--- config.mk ---
export PLATFORM = sky130hd
export DESIGN_NAME = sdr_burst_colgen
export DESIGN_NICKNAME = d
export VERILOG_FILES = /design/src/rtl/sdr_burst_pkg.sv /design/src/rtl/sdr_bl_decode.sv /design/src/rtl/sdr_col_step.sv /design/src/rtl/sdr_burst_colgen.sv
export SDC_FILE = /design/constraint.sdc
export NUM_CORES = 1
export LEC_CHECK = 0
export BUFFER_PORTS_ARGS = -buffer_cell sky130_fd_sc_hd__buf_2
export CORE_MARGIN = 10
export CORE_UTILIZATION = 60
export DETAILED_ROUTE_END_ITERATION = 8
export PLACE_DENSITY = 0.9
export SLEW_MARGIN = 20
export SYNTH_ARGS = -nofsm -noshare
export SYNTH_HDL_FRONTEND = slang
export SYNTH_HIERARCHICAL = 1
export SYNTH_SLANG_ARGS = --single-unit
--- constraint.sdc ---
create_clock -name clk -period 4.4 [get_ports clk]
set_input_delay 0.44 -clock clk [delete_from_list [all_inputs] [get_ports clk]]
set_output_delay 0.44 -clock clk [all_outputs]
set_load 0.05 [all_outputs]
--- src/rtl/sdr_burst_pkg.sv ---
package sdr_burst_pkg;

  // Length codes whose value matters to the decode
  localparam logic [2:0] BLC_1    = 3'd0;
  localparam logic [2:0] BLC_2    = 3'd1;
  localparam logic [2:0] BLC_4    = 3'd2;
  localparam logic [2:0] BLC_8    = 3'd3;
  localparam logic [2:0] BLC_PAGE = 3'd7;

  // Ordering held for the life of a burst
  typedef enum logic [1:0] {
    ORD_SEQ   = 2'd0,
    ORD_ILV   = 2'd1,
    ORD_PAGE  = 2'd2
  } burst_order_e;

  // log2 of the fixed length for a code; reserved codes give one beat
  function automatic logic [1:0] blc_log2(input logic [2:0] code);
    case (code)
      BLC_2:   blc_log2 = 2'd1;
      BLC_4:   blc_log2 = 2'd2;
      BLC_8:   blc_log2 = 2'd3;
      default: blc_log2 = 2'd0;
    endcase
  endfunction

endpackage

--- src/rtl/sdr_bl_decode.sv ---
module sdr_bl_decode
  import sdr_burst_pkg::*;
#(
  parameter int COL_W = 8
) (
  input  logic [2:0]       bl_code_i,
  input  logic             bt_ileave_i,
  input  logic             wsingle_i,
  input  logic             is_write_i,
  output logic [COL_W-1:0] mask_o,
  output burst_order_e     order_o,
  output logic             one_beat_o
);

  logic       single_w;
  logic       page_w;
  logic [1:0] lg_w;

  always_comb begin
    single_w = wsingle_i & is_write_i;
    page_w   = (bl_code_i == BLC_PAGE) & ~single_w;
    lg_w     = single_w ? 2'd0 : blc_log2(bl_code_i);
    if (page_w)
      order_o = ORD_PAGE;
    else if (bt_ileave_i)
      order_o = ORD_ILV;
    else
      order_o = ORD_SEQ;
  end

  // One mask bit per column bit: set when the bit lies inside the burst block
  for (genvar i = 0; i < COL_W; i++) begin : g_mask
    assign mask_o[i] = page_w | (int'(lg_w) > i);
  end

  assign one_beat_o = ~page_w & (lg_w == 2'd0);

endmodule

--- src/rtl/sdr_col_step.sv ---
module sdr_col_step
  import sdr_burst_pkg::*;
#(
  parameter int COL_W = 8
) (
  input  logic [COL_W-1:0] base_i,
  input  logic [COL_W-1:0] col_i,
  input  logic [COL_W-1:0] beat_i,
  input  logic [COL_W-1:0] mask_i,
  input  burst_order_e     order_i,
  output logic [COL_W-1:0] col_nxt_o,
  output logic [COL_W-1:0] beat_nxt_o,
  output logic             last_nxt_o
);

  logic [COL_W-1:0] seq_low;
  logic [COL_W-1:0] ilv_low;
  logic [COL_W-1:0] low_sel;

  always_comb begin
    beat_nxt_o = beat_i + COL_W'(1);
    seq_low    = (col_i + COL_W'(1)) & mask_i;
    ilv_low    = (base_i ^ beat_nxt_o) & mask_i;
    low_sel    = (order_i == ORD_ILV) ? ilv_low : seq_low;
    col_nxt_o  = (base_i & ~mask_i) | low_sel;
    last_nxt_o = (order_i != ORD_PAGE) && ((beat_nxt_o & mask_i) == mask_i);
  end

endmodule

--- src/rtl/sdr_burst_colgen.sv ---
module sdr_burst_colgen
  import sdr_burst_pkg::*;
#(
  parameter int COL_W = 8
) (
  input  logic             clk,
  input  logic             rst,
  input  logic             start_i,
  input  logic [COL_W-1:0] start_col_i,
  input  logic [2:0]       bl_code_i,
  input  logic             bt_ileave_i,
  input  logic             wsingle_i,
  input  logic             is_write_i,
  input  logic             term_i,
  output logic [COL_W-1:0] col_o,
  output logic             valid_o,
  output logic             last_o
);

  logic [COL_W-1:0] dec_mask;
  burst_order_e     dec_order;
  logic             dec_one;

  logic [COL_W-1:0] base_q, col_q, beat_q, mask_q;
  burst_order_e     order_q;
  logic             valid_q, last_q;

  logic [COL_W-1:0] col_nxt, beat_nxt;
  logic             last_nxt;

  sdr_bl_decode #(.COL_W(COL_W)) u_dec (
    .bl_code_i   (bl_code_i),
    .bt_ileave_i (bt_ileave_i),
    .wsingle_i   (wsingle_i),
    .is_write_i  (is_write_i),
    .mask_o      (dec_mask),
    .order_o     (dec_order),
    .one_beat_o  (dec_one)
  );

  sdr_col_step #(.COL_W(COL_W)) u_step (
    .base_i     (base_q),
    .col_i      (col_q),
    .beat_i     (beat_q),
    .mask_i     (mask_q),
    .order_i    (order_q),
    .col_nxt_o  (col_nxt),
    .beat_nxt_o (beat_nxt),
    .last_nxt_o (last_nxt)
  );

  always_ff @(posedge clk) begin
    if (rst) begin
      valid_q <= 1'b0;
      last_q  <= 1'b0;
      col_q   <= '0;
      base_q  <= '0;
      beat_q  <= '0;
      mask_q  <= '0;
      order_q <= ORD_SEQ;
    end else if (start_i) begin
      valid_q <= 1'b1;
      last_q  <= dec_one;
      col_q   <= start_col_i;
      base_q  <= start_col_i;
      beat_q  <= '0;
      mask_q  <= dec_mask;
      order_q <= dec_order;
    end else if (valid_q) begin
      if (term_i || last_q) begin
        valid_q <= 1'b0;
        last_q  <= 1'b0;
      end else begin
        col_q  <= col_nxt;
        beat_q <= beat_nxt;
        last_q <= last_nxt;
      end
    end
  end

  assign col_o   = col_q;
  assign valid_o = valid_q;
  assign last_o  = last_q;

endmodule

# After elaboration in Yosys (flattened, before gate mapping)
# Index checks and enable logic that the tools add are counted.
# classes
n_eq_ne	8
n_lt_le_gt_ge	3
n_reduce_logical	7
bitwise_logic	16
muxes	14
add_sub_neg	2
# op_table
cell	count
$and 8x8->8	4
$mux 8	4
$add 8x1->8 const B	2
$eq 8x8->1	1
$not 8->8	1
$or 8x8->8	1
$xor 8x8->8	1
$mux 1	7
$eq 3x2->1 const B	2
$pmux 2 s3	1
$gt 2x1->1 const B	2
$mux 2	2
$ne 2x2->1 const B	2
$reduce_and 2->1	2
$and 1x1->1	3
$eq 3x1->1 const B	1
$eq 3x3->1 const B	1
$not 1->1	3
$or 1x1->1	3
$eq 2x1->1 const B	1
$gt 2x2->1 const B	1
$logic_not 2->1	1
$reduce_bool 2->1	1
$reduce_or 2->1	1
other kinds (2)	2
# word_totals
ff_bits	32
elab_cells	57
output_inout_bits	10

# Depth between registers and ports, before layout
# Gate-level depths: netlist of run 1.
# depth
ltp_word	8
ltp_mapped	9
ltp_nobuf	9

# Cells and area by module
# The synthesis of run 1 kept the hierarchy.
# modules_own_cells
mod	cells_each	area_per_inst_um2	instances	seq_area_each_um2
sdr_burst_colgen	148	1382.6	1	720.7
sdr_col_step	85	533.0	1	0.0
sdr_bl_decode	15	106.4	1	0.0

# Worst setup path after synthesis of run 1
# Ideal clock, no wire load.
# synth_path
path_type	register to register
from	register col_q[2], in the netlist col_o[2]
to	register col_q[5], in the netlist col_o[5]
setup_ns	0.141
period_less_slack_ns	1.931
path_slack_ns	2.469
arrival_ns	1.790
path_buffers	0
stages_incl_launch_ff	8
cell_sequence	dfxtp_1 and3_1 nand3_1 xnor2_1 a22o_1 a22o_1 a21oi_1 a221oi_1
# synth_via
elab_chain_len	7
# synth_rtl
element	line	rtl
start, declared	sdr_burst_colgen.sv:24	logic [COL_W-1:0] base_q, col_q, beat_q, mask_q;
start signal, assigned	sdr_burst_colgen.sv:64	col_q <= start_col_i;
start signal, assigned	sdr_burst_colgen.sv:74	col_q <= col_nxt;
$add 8x1->8	sdr_col_step.sv:22	seq_low = (col_i + COL_W'(1)) & mask_i;
$and 8x8->8	sdr_col_step.sv:22	
$mux 8	sdr_col_step.sv:24	low_sel = (order_i == ORD_ILV) ? ilv_low : seq_low;
$or 8x8->8	sdr_col_step.sv:25	col_nxt_o = (base_i & ~mask_i) | low_sel;
via col_nxt[5]	sdr_burst_colgen.sv:28	logic [COL_W-1:0] col_nxt, beat_nxt;
$mux 8	sdr_burst_colgen.sv:70	if (term_i || last_q) begin
$mux 8	sdr_burst_colgen.sv:69	end else if (valid_q) begin
$mux 8	sdr_burst_colgen.sv:61	end else if (start_i) begin
# The timed path passes the listed nets, and every way through them passes these cells. The select of a mux whose other input is x is not followed.
# A chain may end at the register's enable or synchronous reset.

# Worst setup path in the final report of run 1
# layout_path
from	register order_q[0]
to	register col_q[0], in the netlist col_o[0]
# layout_via
elab_chain_len	6
# layout_rtl
element	line	rtl
start, declared	sdr_burst_colgen.sv:25	burst_order_e order_q;
start signal, assigned	sdr_burst_colgen.sv:68	order_q <= dec_order;
$eq 2x1->1	sdr_col_step.sv:24	
$mux 8	sdr_col_step.sv:24	
$or 8x8->8	sdr_col_step.sv:25	
via col_nxt[0]	sdr_burst_colgen.sv:28	
$mux 8	sdr_burst_colgen.sv:70	
$mux 8	sdr_burst_colgen.sv:69	
$mux 8	sdr_burst_colgen.sv:61	
# The timed path passes the listed nets, and every way through them passes these cells. The select of a mux whose other input is x is not followed.

==> summary by stage, run 1 <==
Floorplan
After floorplanning, the core was divided into 21 placement rows. 28 I/O pins were placed. The die covers 6092 um^2. The initial utilization of the core area, before any placement, comes to 0.6156. The overall die height is 78.05 um. The die is 78.05 um wide.

After floorplanning, the core was sized to cover 3284 um^2.

Placed design
The placed wire-length estimate after detailed placement is 3203 um. The worst slack at placement is 2.510 ns. The weighted congestion at the end of routability-driven global placement is 0.8576. Once placement completed, the tool counted placed cells totaling 302. The count of buffers inserted at the top-level ports is 27.

Synthesis
The number of enable-type register cells in the synthesized netlist is 0. The combinational family with the most area after synthesis is simple AND/OR/NAND/NOR gates. The fraction of post-synthesis cell area in the top cell type by area is 0.3564. The netlist uses 44 different library cells. The area share of fa/ha/maj cells after synthesis is 0.01795. The library cell with the highest instance count after synthesis is sky130_fd_sc_hd__dfxtp_1. In the synthesized netlist, the number of instances is 248.

Of the total synthesized cell area, the portion taken by XOR and XNOR cells is 0.05941. After synthesis, the cell types taking the most area are sky130_fd_sc_hd__dfxtp_1, sky130_fd_sc_hd__mux2i_1, sky130_fd_sc_hd__nand2_1. For this run, the leading register cell type out of synthesis is sky130_fd_sc_hd__dfxtp_1. The total nets after synthesis is 268. Of the total synthesized cell area, the portion taken by AND, OR, NAND and NOR gates is 0.2098.

The fraction of synthesis flops using an asynchronous set or reset pin is 0. The post-synthesis compound-gate area fraction was 0.1683. For this run, the number of Yosys warnings is 6. The portion of synthesized area spent on multiplexers is 0.08911. The per-instance average area after synthesis is 8.153 um^2.

In this run, synthesis produced a sequential element count of 36. Summing every instance area after synthesis gives 2022 um^2. After synthesis, the most frequently instantiated cells are sky130_fd_sc_hd__dfxtp_1, sky130_fd_sc_hd__nand2_1, sky130_fd_sc_hd__nor2_1. The most area-hungry cell type in the Yosys netlist is sky130_fd_sc_hd__dfxtp_1.

Of the synthesized area, sequential elements account for 0.3564.

Clock network
TritonCTS built the clock tree. The post-CTS setup repair buffer count is 0. The clock passes through at most 2 buffers. The number of clock sinks is 36.

The TritonCTS buffer count is 5. The root buffer selected by CTS is sky130_fd_sc_hd__clkbuf_4. The number of instances resized during post-cts repair is 0.

The H-tree was split into 2 levels. In this run, post-CTS hold repair placed 0 buffers. Clock latency on the worst-skew pair, taken at its later pin, is 0.34 ns. Clock-pin slew was measured on the worst setup and hold paths at 0.11 ns.

Power
The total design power is 655.8 uW. The worst ir drop on vdd is 0.2326 mV. In this run the static leakage power is 0.0009753 uW.

Power spread over the standard cell area amounts to 304.7 nW/um^2.

Cells and area
The fill cell total of the finished layout is 288. The number of antenna repair diodes is 0. The relative area change from synthesis to final layout is 6.435%.

Of the cells placed in the final design, the portion with a size suffix greater than 1 is 0.1667. For this run, the share of the core covered by cells in the final layout is 0.6552. The count of nets after finishing is 283. The post-layout instance count excluding filler cells is 310.

Drt
For this block, the via count after detailed routing is 1,765. The mean routed wirelength per cell is 14.71 um. The first-pass iteration count of the detailed router is 5. The final wirelength is 4561 um.

The number of nets still failing antenna checks after routing is 0. The number of design-rule violations left by the first detailed-router iteration is 149. After detailed routing, the number of vias per cell comes to 5.694. For this run, design rule violations remaining after detail routing come to 0.

Timing
The final critical delay including setup and external delays is 1.962 ns. The number of max-slew violations in the final report is 0. The worst-case clock skew is 0.008738 ns. For the pin with the worst max-slew slack, the measured transition is 0.8902 ns. Of the available clock period, the critical path in the final layout requires 0.4460.

Based on the critical path, the design can be clocked at up to 0.5096 GHz. The worst path meets setup with 2.438 ns of slack. After routing, the total negative slack on setup checks comes to 0 ns. The headroom to the max-slew limit is 0.4043.

The final-report setup violation count is 0. Setup repair after global routing left no endpoint under its margin. The number of hold-slack violations in the final timing report is 0.

Worst setup path
The startpoint class of the critical path is a register. For the worst setup path, the data required time is 4.58 ns. The worst setup path is captured at a register. Along the worst path, the maximum fanout reaches 13.

The critical path start-end classification is reg2reg. For the worst setup path, the data arrival time is 2.14 ns.

Global route
For this run, the total global-route usage over all layers was measured as 0.1517. The number of antenna violations at the first check in global routing came to 0. The via count of the first global-routing pass is 1,722. Entering global routing, the biggest net connects 39 pins. The total overflow left after global routing is 0.

The global-route wire length before repair is 7707 um.

Outcome
The flow ran to the end, and the final reports show no timing, DRC or antenna violations.

Run
The tool flagged a number of max-cap violations equal to 0.

Worst hold path
The tightest min-delay check is of the in2reg type.
==> registers in the layout, summed over array words and instances (netlist names) <==
signal / count
col_o: 8
base_q: 8
mask_q: 8
order_q: 2
last_o: 1
valid_o: 1
beat_q: 8
==> area by class of cell <==
type / instances / area, um^2 / share of cell area
Clock buffer: 8 / 58.81 / 0.02733
Timing Repair Buffer: 27 / 135.1 / 0.06279
Sequential cell: 36 / 720.7 / 0.3349
Inverter: 21 / 78.83 / 0.03663
Multi-Input combinational cell: 172 / 1101 / 0.5116
Tap cell: 46 / 57.56 / 0.02674
==> kinds of logic after synthesis <==
kind of cell               after synthesis
and+or+nand+nor                         88
AOI/OAI and AO/OA                       51
buffers and inverters                   40
DFF                                     36
muxes                                   18
xor gates and xnor gates                12
adders and majority gates                3
==> power by group <==
group	leakage [uW]	switching [uW]	internal, uW
sequential	0.000295	16.5	340
clock	0.0000326	106	78.8
combinational	0.000648	72.4	42.1
==> metrics by stage <==
step / hold WS (ns) / instance area [um^2]
3_5_place_dp: 0.4879 / 2093
3_3_place_gp: 0.4805 / 2093
6_report: 0.3406 / 2152
4_1_cts: 0.3364 / 2152
2_1_floorplan: 0.4568 / 2022
5_1_grt: 0.3449 / 2152
==> final timing paths <==
path	startpoint	depth (start not counted)	slack (ns)	end
worst max-delay path	order_q[0]	6	2.44	col_o[0]
worst min-delay path	start_col_i[5]	3	0.34	base_q[5]
worst max register to register	order_q[0]	6	2.44	col_o[0]
worst min register to register	beat_q[7]	2	0.50	beat_q[7]
==> routing by layer <==
metal | wire [um] | vias up | global-route usage
li1 | - | 874 | -
met1 | 1987 | 824 | 0.1762
met2 | 2185 | 59 | 0.2492
met3 | 317 | 8 | 0.05125
met4 | 71 | 0 | 0.06452
met5 | 0 | - | 0
==> critical path, cell delays in order, from the launching register on <==
cell	delay, ns
sky130_fd_sc_hd__dfxtp_1	0.38
sky130_fd_sc_hd__inv_2	0.05
sky130_fd_sc_hd__nor2_1	0.69
sky130_fd_sc_hd__o21ai_0	0.22
sky130_fd_sc_hd__a22o_1	0.23
sky130_fd_sc_hd__a21oi_1	0.14
sky130_fd_sc_hd__a221oi_1	0.10
==> placed cells by master, fill, tap and decap left out, types with 3 or more instances in the layout <==
cell type,instances
sky130_fd_sc_hd__buf_2,27
sky130_fd_sc_hd__and3_1,10
sky130_fd_sc_hd__xor2_1,5
sky130_fd_sc_hd__inv_1,19
sky130_fd_sc_hd__nor2_1,23
sky130_fd_sc_hd__a22o_1,3
sky130_fd_sc_hd__xnor2_1,5
sky130_fd_sc_hd__nand3_1,11
sky130_fd_sc_hd__o21ai_0,6
sky130_fd_sc_hd__dfxtp_1,36
sky130_fd_sc_hd__nand2_1,31
sky130_fd_sc_hd__o21ai_1,3
sky130_fd_sc_hd__a21oi_1,21
sky130_fd_sc_hd__a221oi_1,9
sky130_fd_sc_hd__mux2i_1,18
sky130_fd_sc_hd__clkbuf_4,5
Note: power is estimated with default switching activity, not from simulation.
==> run 2, diff against run 1 <==
--- a/config.mk
+++ b/config.mk
@@ -7,9 +7,9 @@
 export LEC_CHECK = 0
 export BUFFER_PORTS_ARGS = -buffer_cell sky130_fd_sc_hd__buf_2
 export CORE_MARGIN = 10
-export CORE_UTILIZATION = 60
+export CORE_UTILIZATION = 52
 export DETAILED_ROUTE_END_ITERATION = 8
-export PLACE_DENSITY = 0.9
+export PLACE_DENSITY = 0.83
 export SLEW_MARGIN = 20
 export SYNTH_ARGS = -nofsm -noshare
 export SYNTH_HDL_FRONTEND = slang
==> constraint.sdc (replaced) <==
create_clock -name clk -period 1.7 [get_ports clk]
set_input_delay 0.17 -clock clk [delete_from_list [all_inputs] [get_ports clk]]
set_output_delay 0.17 -clock clk [all_outputs]
set_load 0.05 [all_outputs]
==> summary by stage, run 2 (same netlist as run 1, synthesis figures left out) <==
Placed design
The count of buffers inserted at the top-level ports is 27 (unchanged). The number of placed instances, taps included is 318 (+5.3%). The worst slack at placement is -0.05106 ns (-2.561 ns). The placed wire-length estimate after detailed placement is 3513 um (+9.7%). The weighted congestion at the end of routability-driven global placement is 0.8677 (+1.2%).

Floorplan
The width of the chip is 82.36 um (+5.5%). The starting density of the core is 0.5441 (-0.07151). The area of the die is 6782 um^2 (+11%). The total core area was 3716 um^2 (+13%). The overall die height is 82.36 um (+5.5%). The number of placed I/O pins was 28 (unchanged). The number of placement rows is 22 (+4.8%).

Clock network
The clock transition time at the flip-flop clock pins of the worst setup and hold paths is 0.07 ns (-0.04 ns). The number of buffers on the longest clock path is 2 (unchanged). The TritonCTS buffer count is 5 (unchanged). The CTS tree is built.

Clock tree synthesis selected as its root buffer the cell sky130_fd_sc_hd__clkbuf_8. The maximum level of the CTS H-tree is 2 (unchanged). The number of clock sinks came to 36 (unchanged). The number of buffers added to fix hold violations after cts is 0 (unchanged). The clock insertion delay at the later pin of the skew report was 0.29 ns (-0.05 ns). The post-CTS setup repair buffer count is 0 (unchanged).

Worst setup path
The worst setup path is launched from a register. The worst endpoint required time was 1.92 ns (-2.66 ns). STA classifies the critical path endpoint as a register. The worst-path maximum fanout is 4 (-9). In this run the critical register-to-register path is captured at last_o.

In this run the critical register-to-register path is launched from beat_q[1]. The path depth of the worst reg2reg path was 8 (+2). The worst reg-to-reg setup slack is -0.03 ns (-2.47 ns). The critical path start-end classification is reg2reg. The data arrival time of the critical path is 1.95 ns (-0.19 ns).

Timing
The worst-case clock skew came to 0.008664 ns (-0.00007433 ns). The final-report setup violation count is 1 (+1). The number of hold-slack violations in the final timing report is 0 (unchanged). The achievable clock frequency is 0.5774 GHz (+13%). The number of max-slew violations in the final report was 0 (unchanged). The actual transition at the worst max-transition pin is 0.6298 ns (-0.2605 ns). The final critical delay including setup and external delays was 1.732 ns (-0.2303 ns). The final worst-path setup slack is -0.03193 ns (-2.470 ns).

The headroom to the max-slew limit came to 0.5802 (+0.1758). The final worst hold slack was 0.1227 ns (-0.2179 ns). The final clock period utilization by the worst path is 1.019 (+0.5728).

Setup repair after global routing could not meet its margin everywhere.

Cells and area
The fraction of final layout cells sized beyond drive strength 1 is 0.3129 (+0.1463). The number of antenna repair diodes is 0 (unchanged). The count of nets after finishing is 297 (+4.9%). The post-layout instance count excluding filler cells is 326 (+5.2%). The most common cell after layout, fill and taps aside is sky130_fd_sc_hd__nand2_1.

Compared with the post-synthesis result, the final layout area differs by 20.79%. In the layout the commonest cells are sky130_fd_sc_hd__nand2_1, sky130_fd_sc_hd__buf_2, sky130_fd_sc_hd__dfxtp_1, sky130_fd_sc_hd__nor2_1, sky130_fd_sc_hd__a21oi_1.

Run
The total of max-cap violations was 0 (unchanged).

Power
The static leakage power is 0.001076 uW (+10%). The power density normalized to cell area is 774.5 nW/um^2 (+150%). The worst ir drop on vdd came to 0.5633 mV (+140%).

Worst hold path
The endpoint with the worst hold slack is base_q[3]. The start point of the worst min-delay path is start_col_i[3]. The cell depth of the worst min-delay path came to 3 (unchanged).

The worst min-delay path class is in2reg.

Global route
The number of antenna violations at the first check in global routing was 0 (unchanged). The overall fraction of global-route tracks in use is 0.1534 (+0.001690). The pin count of the biggest net entering global routing is 29 (-26%). The via count of the first global-routing pass was 1,853 (+7.6%). The global-route wire length before repair is 8321 um (+8.0%). The final global-route overflow total is 0 (unchanged).

Drt
The number of nets still failing antenna checks after routing is 0 (unchanged). The final wirelength is 5000 um (+9.6%). The via count is 1,819 (+3.1%). The average via count per standard cell is 5.580 (-2.0%). The number of remaining DRC errors is 0 (unchanged). The mean routed wirelength per cell is 15.34 um (+4.2%). The first-pass iteration count of the detailed router is 4 (-1). The number of design-rule violations left by the first detailed-router iteration came to 92 (-38%).

Outcome
The final reports fail on setup timing. The run finished, with violations left.
==> run 2: cell types whose count changed in the layout (fill, tap and decap cells not counted), sizes merged <==
cell,before,now
buf,27,41
clkbuf,8,6
clkinv,0,2
==> run 2: worst max-delay path by stage <==
| stage | from | endpoint | slack [ns] | cells past startpoint |
|---|---|---|---|---|
| final | beat_q[1] | last_o | -0.03 | 8 |
| after detailed placement | beat_q[1] | last_o | -0.05 | 8 |
| after floorplan | col_o[2] | col_o[5] | -0.003 | 7 |
| after global routing | beat_q[1] | last_o | -0.17 | 8 |
| after CTS | beat_q[1] | last_o | 0.003 | 8 |
| after global placement | beat_q[1] | last_o | 0.01 | 8 |
==> run 2: per-stage QoR <==
step	area [um^2]	util	setup TNS [ns]	total power, uW
4_1_cts	2330	0.6269	0	1890
6_report	2442	0.6572	-0.03193	1892
3_3_place_gp	2235	0.6013	0	1250
5_1_grt	2442	0.6572	-0.4396	1979
2_1_floorplan	2043	-	-0.002678	1174
3_5_place_dp	2235	0.6013	-0.05106	1261
==> run 2: power breakdown <==
part           switching [uW]  internal, uW  total [uW]
clock                     310           323         633
sequential               45.3           881         926
combinational             202           130         332
==> run 2: metal layers <==
| layer | GRT usage | up-vias | wire [um] |
|---|---|---|---|
| met5 | 0 | - | 0 |
| met4 | 0.03571 | 0 | 27 |
| met3 | 0.05184 | 3 | 327 |
| met2 | 0.2613 | 44 | 2475 |
| met1 | 0.1814 | 865 | 2170 |
| li1 | - | 907 | - |
==> run 2: cell type report <==
class                      instances  area [um^2]
clock buffer                       6        82.58
inverter                          21        78.83
timing repair buffer              41        252.7
tap                               48        60.06
fill                             329         1274
multi-input combinational        172         1220
sequential                        36        738.2
clock inverter                     2        10.01
==> run 2: repair_timing <==
item	in CTS	in global routing
endpoints found under the setup margin	2	8
pin swaps	0	11
hold endpoints to repair	0	0
gates resized for setup	3	21
==> run 2: critical path, cell delays in order, from the launching register on <==
cell and delay (ns):
sky130_fd_sc_hd__dfxtp_4 0.36, sky130_fd_sc_hd__ha_4 0.27, sky130_fd_sc_hd__inv_2 0.03, sky130_fd_sc_hd__a222oi_1 0.28, sky130_fd_sc_hd__o21ai_1 0.13, sky130_fd_sc_hd__a221oi_1 0.20
sky130_fd_sc_hd__and3_1 0.20, sky130_fd_sc_hd__a221oi_2 0.06, sky130_fd_sc_hd__nor3_1 0.15
